**src/rtl/vxc_pkg.sv**
```systemverilog
package vxc_pkg;
    typedef enum logic [1:0] {
        ST_IDLE = 2'd0,
        ST_SCAN = 2'd1,
        ST_DONE = 2'd2
    } vxc_state_e;
endpackage

```
**src/rtl/vxc_ctrl.sv**
```systemverilog
module vxc_ctrl
    import vxc_pkg::*;
#(
    parameter int LANES = 16
) (
    input  logic                           clk,
    input  logic                           rst_n,
    input  logic                           start,
    input  logic [LANES-1:0]               mask_in,
    output logic                           load,
    output logic                           step,
    output logic                           sel,
    output logic [$clog2(LANES)-1:0]       lane,
    output logic [$clog2(LANES)-1:0]       ptr,
    output logic [$clog2(LANES+1)-1:0]     count,
    output logic                           busy,
    output logic                           done
);
    localparam int LW = $clog2(LANES);
    localparam int CW = $clog2(LANES+1);

    vxc_state_e          state_q, state_d;
    logic [LW-1:0]       lane_q;
    logic [CW-1:0]       ptr_q;
    logic [LANES-1:0]    mask_q;
    logic                last_lane;

    assign last_lane = (lane_q == LW'(LANES-1));

    // state register
    always_ff @(posedge clk or negedge rst_n) begin
        if (!rst_n) begin
            state_q <= ST_IDLE;
        end else begin
            state_q <= state_d;
        end
    end

    // transitions
    always_comb begin
        state_d = state_q;
        unique case (state_q)
            ST_IDLE: if (start)     state_d = ST_SCAN;
            ST_SCAN: if (last_lane) state_d = ST_DONE;
            ST_DONE:                state_d = ST_IDLE;
            default:                state_d = ST_IDLE;
        endcase
    end

    // outputs decoded from the state
    always_comb begin
        load = 1'b0;
        step = 1'b0;
        busy = 1'b1;
        done = 1'b0;
        unique case (state_q)
            ST_IDLE: begin
                busy = 1'b0;
                load = start;
            end
            ST_SCAN: step = 1'b1;
            ST_DONE: done = 1'b1;
            default: busy = 1'b0;
        endcase
    end

    // lane and packed-position counters
    always_ff @(posedge clk or negedge rst_n) begin
        if (!rst_n) begin
            lane_q <= '0;
            ptr_q  <= '0;
            mask_q <= '0;
        end else if (load) begin
            lane_q <= '0;
            ptr_q  <= '0;
            mask_q <= mask_in;
        end else if (step) begin
            lane_q <= lane_q + 1'b1;
            if (mask_q[lane_q]) begin
                ptr_q <= ptr_q + 1'b1;
            end
        end
    end

    assign sel   = mask_q[lane_q];
    assign lane  = lane_q;
    assign ptr   = ptr_q[LW-1:0];
    assign count = ptr_q;
endmodule

```
**src/rtl/vxc_lanes.sv**
```systemverilog
module vxc_lanes #(
    parameter int LANES = 16,
    parameter int EW    = 32
) (
    input  logic                       clk,
    input  logic                       rst_n,
    input  logic                       load,
    input  logic                       step,
    input  logic                       sel,
    input  logic                       op_compress,
    input  logic                       zeroing,
    input  logic [LANES*EW-1:0]        src_vec,
    input  logic [LANES*EW-1:0]        old_vec,
    input  logic [$clog2(LANES)-1:0]   lane,
    input  logic [$clog2(LANES)-1:0]   ptr,
    output logic [LANES*EW-1:0]        result
);
    localparam int LW = $clog2(LANES);

    logic [EW-1:0] src_q [LANES];
    logic [EW-1:0] res_q [LANES];
    logic          op_q;
    logic          wr_en;
    logic [LW-1:0] wr_idx;
    logic [EW-1:0] wr_data;

    always_ff @(posedge clk or negedge rst_n) begin
        if (!rst_n) begin
            op_q <= 1'b0;
        end else if (load) begin
            op_q <= op_compress;
        end
    end

    // expand: lane-indexed write of the next packed element
    // compress: packed-position write of the current lane
    always_comb begin
        wr_en   = step && sel;
        wr_idx  = op_q ? ptr : lane;
        wr_data = op_q ? src_q[lane] : src_q[ptr];
    end

    for (genvar i = 0; i < LANES; i++) begin : g_lane
        always_ff @(posedge clk or negedge rst_n) begin
            if (!rst_n) begin
                src_q[i] <= '0;
            end else if (load) begin
                src_q[i] <= src_vec[i*EW +: EW];
            end
        end

        always_ff @(posedge clk or negedge rst_n) begin
            if (!rst_n) begin
                res_q[i] <= '0;
            end else if (load) begin
                res_q[i] <= zeroing ? '0 : old_vec[i*EW +: EW];
            end else if (wr_en && (wr_idx == LW'(i))) begin
                res_q[i] <= wr_data;
            end
        end

        assign result[i*EW +: EW] = res_q[i];
    end
endmodule

```
**src/rtl/vxc_access_gen.sv**
```systemverilog
module vxc_access_gen #(
    parameter int LANES = 16
) (
    input  logic [$clog2(LANES+1)-1:0] count,
    output logic [LANES-1:0]           access_valid
);
    localparam int CW = $clog2(LANES+1);

    for (genvar j = 0; j < LANES; j++) begin : g_pos
        assign access_valid[j] = (count > CW'(j));
    end
endmodule

```
**src/rtl/vxc_unit.sv**
```systemverilog
module vxc_unit #(
    parameter int LANES = 16,
    parameter int EW    = 32
) (
    input  logic                         clk,
    input  logic                         rst_n,
    input  logic                         start,
    input  logic                         op_compress,
    input  logic                         zeroing,
    input  logic [LANES-1:0]             mask,
    input  logic [LANES*EW-1:0]          src_vec,
    input  logic [LANES*EW-1:0]          old_vec,
    output logic                         busy,
    output logic                         done,
    output logic [LANES*EW-1:0]          result,
    output logic [$clog2(LANES+1)-1:0]   count,
    output logic [LANES-1:0]             access_valid
);
    localparam int LW = $clog2(LANES);

    logic          load;
    logic          step;
    logic          sel;
    logic [LW-1:0] lane;
    logic [LW-1:0] ptr;

    vxc_ctrl #(.LANES(LANES)) i_ctrl (
        .clk     (clk),
        .rst_n   (rst_n),
        .start   (start),
        .mask_in (mask),
        .load    (load),
        .step    (step),
        .sel     (sel),
        .lane    (lane),
        .ptr     (ptr),
        .count   (count),
        .busy    (busy),
        .done    (done)
    );

    vxc_lanes #(.LANES(LANES), .EW(EW)) i_lanes (
        .clk         (clk),
        .rst_n       (rst_n),
        .load        (load),
        .step        (step),
        .sel         (sel),
        .op_compress (op_compress),
        .zeroing     (zeroing),
        .src_vec     (src_vec),
        .old_vec     (old_vec),
        .lane        (lane),
        .ptr         (ptr),
        .result      (result)
    );

    vxc_access_gen #(.LANES(LANES)) i_access (
        .count        (count),
        .access_valid (access_valid)
    );
endmodule

```
**config.mk**
```make
export PLATFORM = sky130hd
export DESIGN_NAME = vxc_unit
export DESIGN_NICKNAME = d
export VERILOG_FILES = /design/src/rtl/vxc_pkg.sv /design/src/rtl/vxc_ctrl.sv /design/src/rtl/vxc_lanes.sv /design/src/rtl/vxc_access_gen.sv /design/src/rtl/vxc_unit.sv
export SDC_FILE = /design/constraint.sdc
export NUM_CORES = 2
export LEC_CHECK = 0
export BUFFER_PORTS_ARGS = -buffer_cell sky130_fd_sc_hd__buf_4
export CAP_MARGIN = 10
export CORE_AREA = 2 2 614 616
export CTS_BUF_LIST = sky130_fd_sc_hd__clkbuf_2 sky130_fd_sc_hd__clkbuf_4 sky130_fd_sc_hd__clkbuf_8
export CTS_CLUSTER_DIAMETER = 40
export DETAILED_ROUTE_END_ITERATION = 8
export DIE_AREA = 0 0 616 618
export GPL_ROUTABILITY_DRIVEN = 0
export PLACE_DENSITY = 0.31
export SLEW_MARGIN = 20
export SYNTH_ARGS = -nofsm -noshare
export SYNTH_HDL_FRONTEND = slang
export SYNTH_SLANG_ARGS = --single-unit
```
**constraint.sdc**
```tcl
create_clock -name clk -period 7 [get_ports clk]
set_clock_uncertainty 0.2 [all_clocks]
set_input_delay 0.7 -clock clk [delete_from_list [all_inputs] [get_ports clk]]
set_output_delay 0.7 -clock clk [all_outputs]
set_load 0.02 [all_outputs]
```
After elaboration in Yosys (flattened, before gate mapping)
Cells that the tools add are included.
{ "classes": {"mux": 70, "bitwise": 2, "n_lt_le_gt_ge": 19, "eq_ne": 20, "addsub": 2, "n_reduce_logical": 40, "shifts": 0, "multipliers": 0, "n_div": 0} }
{ "op_table": {"columns": ["operator", "n"], "rows": [
  ["$mux 32", 53],
  ["$bmux 32 s4", 2],
  ["$gt 5x4->1 const B", 8],
  ["$eq 4x4->1 const B", 9],
  ["$reduce_bool 2->1", 18],
  ["$gt 5x3->1 const B", 4],
  ["$logic_and 1x1->1", 17],
  ["$eq 4x3->1 const B", 4],
  ["$mux 5", 3],
  ["$mux 4", 3],
  ["$ge 5x5->1 const B", 2],
  ["$gt 5x1->1 const B", 2],
  ["$gt 5x2->1 const B", 2],
  ["$not 4->5", 2],
  ["$eq 4x2->1 const B", 2],
  ["$add 5x1->5 const B", 1],
  ["$lt 4x5->1 const B", 1],
  ["$mux 1", 5],
  ["$add 4x1->4 const B", 1],
  ["$bmux 1 s4", 1],
  ["$eq 4x1->1 const B", 1],
  ["$logic_not 4->1", 1],
  ["$mux 2", 2],
  ["$pmux 2 s2", 1],
  ["7 further kinds", 8]
]} }
{ "word_totals": {"mem_bits_rw": 0, "elab_cells": 190, "mem_count": 0, "latchBits": 0, "ff_bits": 1052, "rom_bits": 0} }

Logic depth before layout (Yosys ltp)
{ "logic_depth": {"depth_word": 7, "mapped_depth": 9, "depth_no_buf": 7} }

By module
Synthesis repeated with hierarchy kept, for this count alone.
{ "unflattened": {"cells_unflattened": 4780, "hier_area_um2": 50508.4} }
{ "modules_own_cells": {"columns": ["mod", "n_inst", "area_each_um2", "cells_per_inst", "seq_area_each_um2"], "rows": [
  ["vxc_lanes", 1, 48931.9, 4601, 25649.6],
  ["vxc_ctrl", 1, 1433.9, 152, 675.6],
  ["vxc_access_gen", 1, 142.6, 27, 0.0]
]} }

Worst setup path after synthesis
No wires, ideal clock.
{ "synth_timing": {"path_kind": "register -> output", "startpoint": "register i_ctrl.ptr_q[2] (netlist: i_ctrl.count[2])", "endpoint": "output port access_valid[15]", "t_arrival_ns": 2.056, "path_buffers": 3, "path_stages_with_launch": 7, "setup_slack_ns": 4.044, "cell_sequence": "dfrtp_1 > buf_4 > buf_2 > buf_2 > nand2_1 > o21ai_0 > nor2b_1"} }
{ "synth_via": {"elab_chain_len": 1} }
{ "synth_rtl": {"columns": ["item", "line_no", "text"], "rows": [
  ["from (decl)", "vxc_ctrl.sv:24", "logic [CW-1:0] ptr_q;"],
  ["from (signal assigned)", "vxc_ctrl.sv:80", "ptr_q <= ptr_q + 1'b1;"],
  ["$gt 5x4->1", "vxc_access_gen.sv:10", "assign access_valid[j] = (count > CW'(j));"],
  ["to (decl)", "vxc_unit.sv:17", "output logic [LANES-1:0] access_valid"]
]} }
Every way passes these cells.

Worst setup path in the final report
{ "layout_timing": {"startpoint": "register i_ctrl.ptr_q[2] (netlist: i_ctrl.count[2])", "endpoint": "register i_lanes.res_q, in the netlist i_lanes.result[208]"} }
{ "layout_via": {"elab_chain_len": 7, "elab_cells_between_ends": 11, "classes_between": "eq/ne (1); mux (7); bitwise (1); reduce/logical (2)"} }
{ "layout_rtl": {"columns": ["item", "line_no", "text"], "rows": [
  ["$not 4->5 (implied by the code)", "vxc_lanes.sv:40", "wr_data = op_q ? src_q[lane] : src_q[ptr];"],
  ["$bmux 32 s4", "vxc_lanes.sv:40", null],
  ["$mux 32 (implied by the code) (2 in series)", "vxc_lanes.sv:40", null],
  ["$mux 32", "vxc_lanes.sv:40", null],
  ["$mux 32", "vxc_lanes.sv:57", "end else if (wr_en && (wr_idx == LW'(i))) begin"],
  ["$mux 32", "vxc_lanes.sv:55", "end else if (load) begin"],
  ["to (signal, indexed assignment)", "vxc_lanes.sv:56", "res_q[i] <= zeroing ? '0 : old_vec[i*EW +: EW];"],
  ["to (signal, indexed assignment)", "vxc_lanes.sv:58", "res_q[i] <= wr_data;"],
  ["to (decl)", "vxc_lanes.sv:21", "logic [EW-1:0] res_q [LANES];"]
]} }
Several ways; a longest one is shown, not always the timed one. The select of a mux whose other input is x is not followed.
A chain may end at the register's enable or synchronous reset.

==> results.tsv <==
stage	metric	value	unit
status	status	completed	
clock_network	htreeDepth	5	
clock_network	cts.sinks	1052	
final_layout	layout-drive-gt1-share	0.312	
worst_setup_path	critPathSlowestCell	dfrtp_4	
detailed_routing	drt_pre_antenna_iters	8	
sta	relSlewSlack	0.154	
power	power_frac_comb	0.536	
floorplan	io_pins	1580	
power	intPower	23.0	mW
placed_design	placed_cell_area	71700	um^2
worst_setup_path	required	7600	ps
floorplan	initial_core_util	0.143	
worst_setup_path	critPathMaxFanout	29	
clock_network	cts_tree	yes	
min_path	min_path_type	primary input to flop	
floorplan	num_rows	225	
placed_design	hpwl	321000	um
worst_setup_path	path_common_cell	buf_4	
worst_setup_path	path_cells	buf_4 > buf_4 > mux4_2 > mux2i_1 > buf_4 > a221oi_1 > buf_4 > a211oi_4 > buf_4 > a31oi_1	
global_route	grt_pass1_wl	571000	um
worst_setup_path	cp_slowest_stage_delay	700	ps
synth	ys_warn_count	0	
synth	syn_inst	5769	
worst_setup_path	startpoint	i_ctrl.count[2]	
detailed_routing	via_count	59200	
clock_network	cts-buffers-inserted	291	
worst_setup_path	crit_type	flop to flop	
final_layout	final_common_cell	nand2_1	
final_layout	regArea	26300	um^2
worst_setup_path	crit_path_end_kind	flop	
synth	synth-edff-count	0	
power	p_sw	24.3	mW
min_path	worstHoldPathCells	5	
worst_setup_path	reg2reg_depth	10	
global_route	grt_util_all_layers	0.218	
power	sequentialPowerShare	0.260	
synth	syn_area_per_cell	9.30	um^2
sta	fin_crit	4810	ps
detailed_routing	detailedRoute.firstIterationViolations	4453	
synth	async_reset_ff_frac	1.00	
job	max_cap_viol_count	0	
sta	slew_violations	0	
global_route	grt_overflow_total	0	
final_layout	final_nets	9397	
detailed_routing	vias_per_cell	4.36	
detailed_routing	avgRoutedWirePerCell	31.8	um
global_route	grt_pass1_vias	62400	
floorplan	die_h	618	um
power	powerDensity	531	nW/um^2
min_path	worstHoldEndpoint	i_lanes.result[84]	
final_layout	fillCellCount	41000	
power	leakage	38.3	nW
worst_setup_path	critPathBufInv	5	
floorplan	die_w	616	um
power	peakVddDrop	0.326	mV
synth	ys.flop_type	dfrtp_1	
power	swShare	0.513	
final_layout	syn_to_final_growth	65.9	%
global_route	antenna_found_initial	38	
floorplan	die_area	381000	um^2
final_layout	layout_common_cells	nand2_1, buf_4, dlygate4sd3_1	
sta	fin_crit_sh	0.687	
synth	synth.yosys.seq_area_share	0.491	
sta	grt_setup_unrepaired	no	
sta	worst_pin_slew	1260	ps
placed_design	portBuffers	1579	
sta	max_freq	208	MHz
min_path	hold_start	zeroing	
sta	setup_viol	0	
clock_network	root_buffer	clkbuf_8	
final_layout	multi_input_area	25300	um^2
synth	synth_cell_type_count	57	
final_layout	final_area	89000	um^2
synth	synth-seq-cells	1052	
global_route	grt_max_degree	183	
clock_network	clk_pin_slew	50	ps
worst_setup_path	cp_top_family	buffers and inverters	
detailed_routing	drtAntennaViolNets	0	
worst_setup_path	cp-start-kind	flop	
detailed_routing	drcViolationCount	0	
clock_network	clockBufferDepth	4	
synth	syn_area	53700	um^2
power	clkPwrFrac	0.204	
worst_setup_path	reg2reg_slack	2190	ps
worst_setup_path	arrival	5410	ps
sta	finalHoldViolCount	0	
synth	syn-num-nets	6825	
clock_network	worstSkewPairLatency	1050	ps
detailed_routing	finalWirelength	432000	um
floorplan	core	374000	um^2
sta	tns	0	ps
worst_setup_path	r2r_end	i_lanes.result[208]	
worst_setup_path	r2r-start	i_ctrl.count[2]	
## synthesized netlist by cell type (2+ instances only)
cell type,instances,area share
nor3b_1,4,0.00056
nor2b_1,36,0.0042
o22ai_1,62,0.0072
dfrtp_1,1052,0.49
mux2_2,127,0.027
a21oi_1,8,0.00075
o21ai_0,16,0.0015
buf_2,153,0.014
a221oi_2,12,0.0034
and2_1,3,0.00035
buf_6,17,0.0036
nor2_1,29,0.0020
o221a_2,30,0.0063
nand2_1,2183,0.15
nand2b_1,68,0.0079
a22oi_1,32,0.0045
buf_1,19,0.0013
a211oi_1,575,0.080
a221oi_1,20,0.0033
mux4_2,97,0.041
clkbuf_1,329,0.023
mux2i_1,201,0.037
xor2_1,2,0.00033
o221a_1,2,0.00042
a21o_1,16,0.0022
or2_2,2,0.00023
nor3_1,36,0.0034
a211oi_2,30,0.0070
a31oi_1,517,0.060
buf_4,44,0.0062
inv_1,6,0.00042
nand3_1,6,0.00056
ha_1,11,0.0026
## registers in the layout (all words and copies together), names as in the netlist
signal / cells
i_ctrl.count: 5
i_ctrl.lane: 4
i_ctrl.mask_q: 16
i_ctrl.state_q: 2
i_lanes.op_q: 1
i_lanes.result: 512
i_lanes.src_q: 512
## metrics by stage
stage	worst slack (ps)	instances	power [mW]	utilization	hold WS [ps]
floorplan	4040	5769	22.8	-	204
global placement	1640	12000	37.3	0.191	256
detailed placement	2110	12000	37.5	0.192	257
CTS	2100	13600	48.0	0.238	16.5
global route	2080	13600	49.4	0.238	60.2
finish	2190	13600	47.3	0.238	157
## layout make-up
class,count,area share
Antenna cell,33,0.000927
Clock buffer,409,0.0592
Clock inverter,107,0.0157
Inverter,8,0.000351
Multi-Input combinational cell,4146,0.285
Sequential cell,1052,0.296
Tap cell,4994,0.0702
Timing Repair Buffer,2842,0.273
## layer usage
layer  part of all wire  GRT usage  wire [um]
met5           0.000086          0         37
met2               0.51      0.391     219000
met3              0.049     0.0348      21300
met4              0.065      0.122      28100
met1               0.38      0.246     164000
## cell families after synthesis
family          synth area share
flops                      0.491
simple gates               0.173
xor+xnor                0.000490
mux                        0.105
buf+inv                   0.0490
compound gates             0.180
fa+ha+maj                0.00256
## repair_timing
item,in CTS,in global routing
hold buffers,1057,1
endpoints found under the setup margin,0,0
setup buffers,0,0
gates resized for setup,0,0
endpoints found under the hold margin,1124,1
## power groups by stage
| stage | combinational (mW) | clock (mW) | sequential [mW] |
|---|---|---|---|
| final | 25.4 | 9.64 | 12.3 |
| after floorplan | 10.2 | 0 | 12.7 |
| after detailed placement | 25.1 | 0 | 12.4 |
| after global placement | 24.9 | 0 | 12.4 |
| after CTS | 25.8 | 9.90 | 12.3 |
| after global routing | 26.6 | 10.2 | 12.6 |
## how the worst max path moves through the flow
stage | end | slack, ps | cells after the start
floorplan | access_valid[15] | 4040 | 6
global placement | i_lanes.result[306] | 1640 | 7
detailed placement | i_lanes.result[432] | 2110 | 9
CTS | i_lanes.result[464] | 2100 | 9
global route | i_lanes.result[144] | 2080 | 9
finish | i_lanes.result[208] | 2190 | 10
## tightest hold or removal path, cell delays in order
cell and delay (ps):
buf_4 90, nor2_4 110, buf_4 250, nand2_1 80, a31oi_1 70
Note: power is estimated with default switching activity, not from simulation.
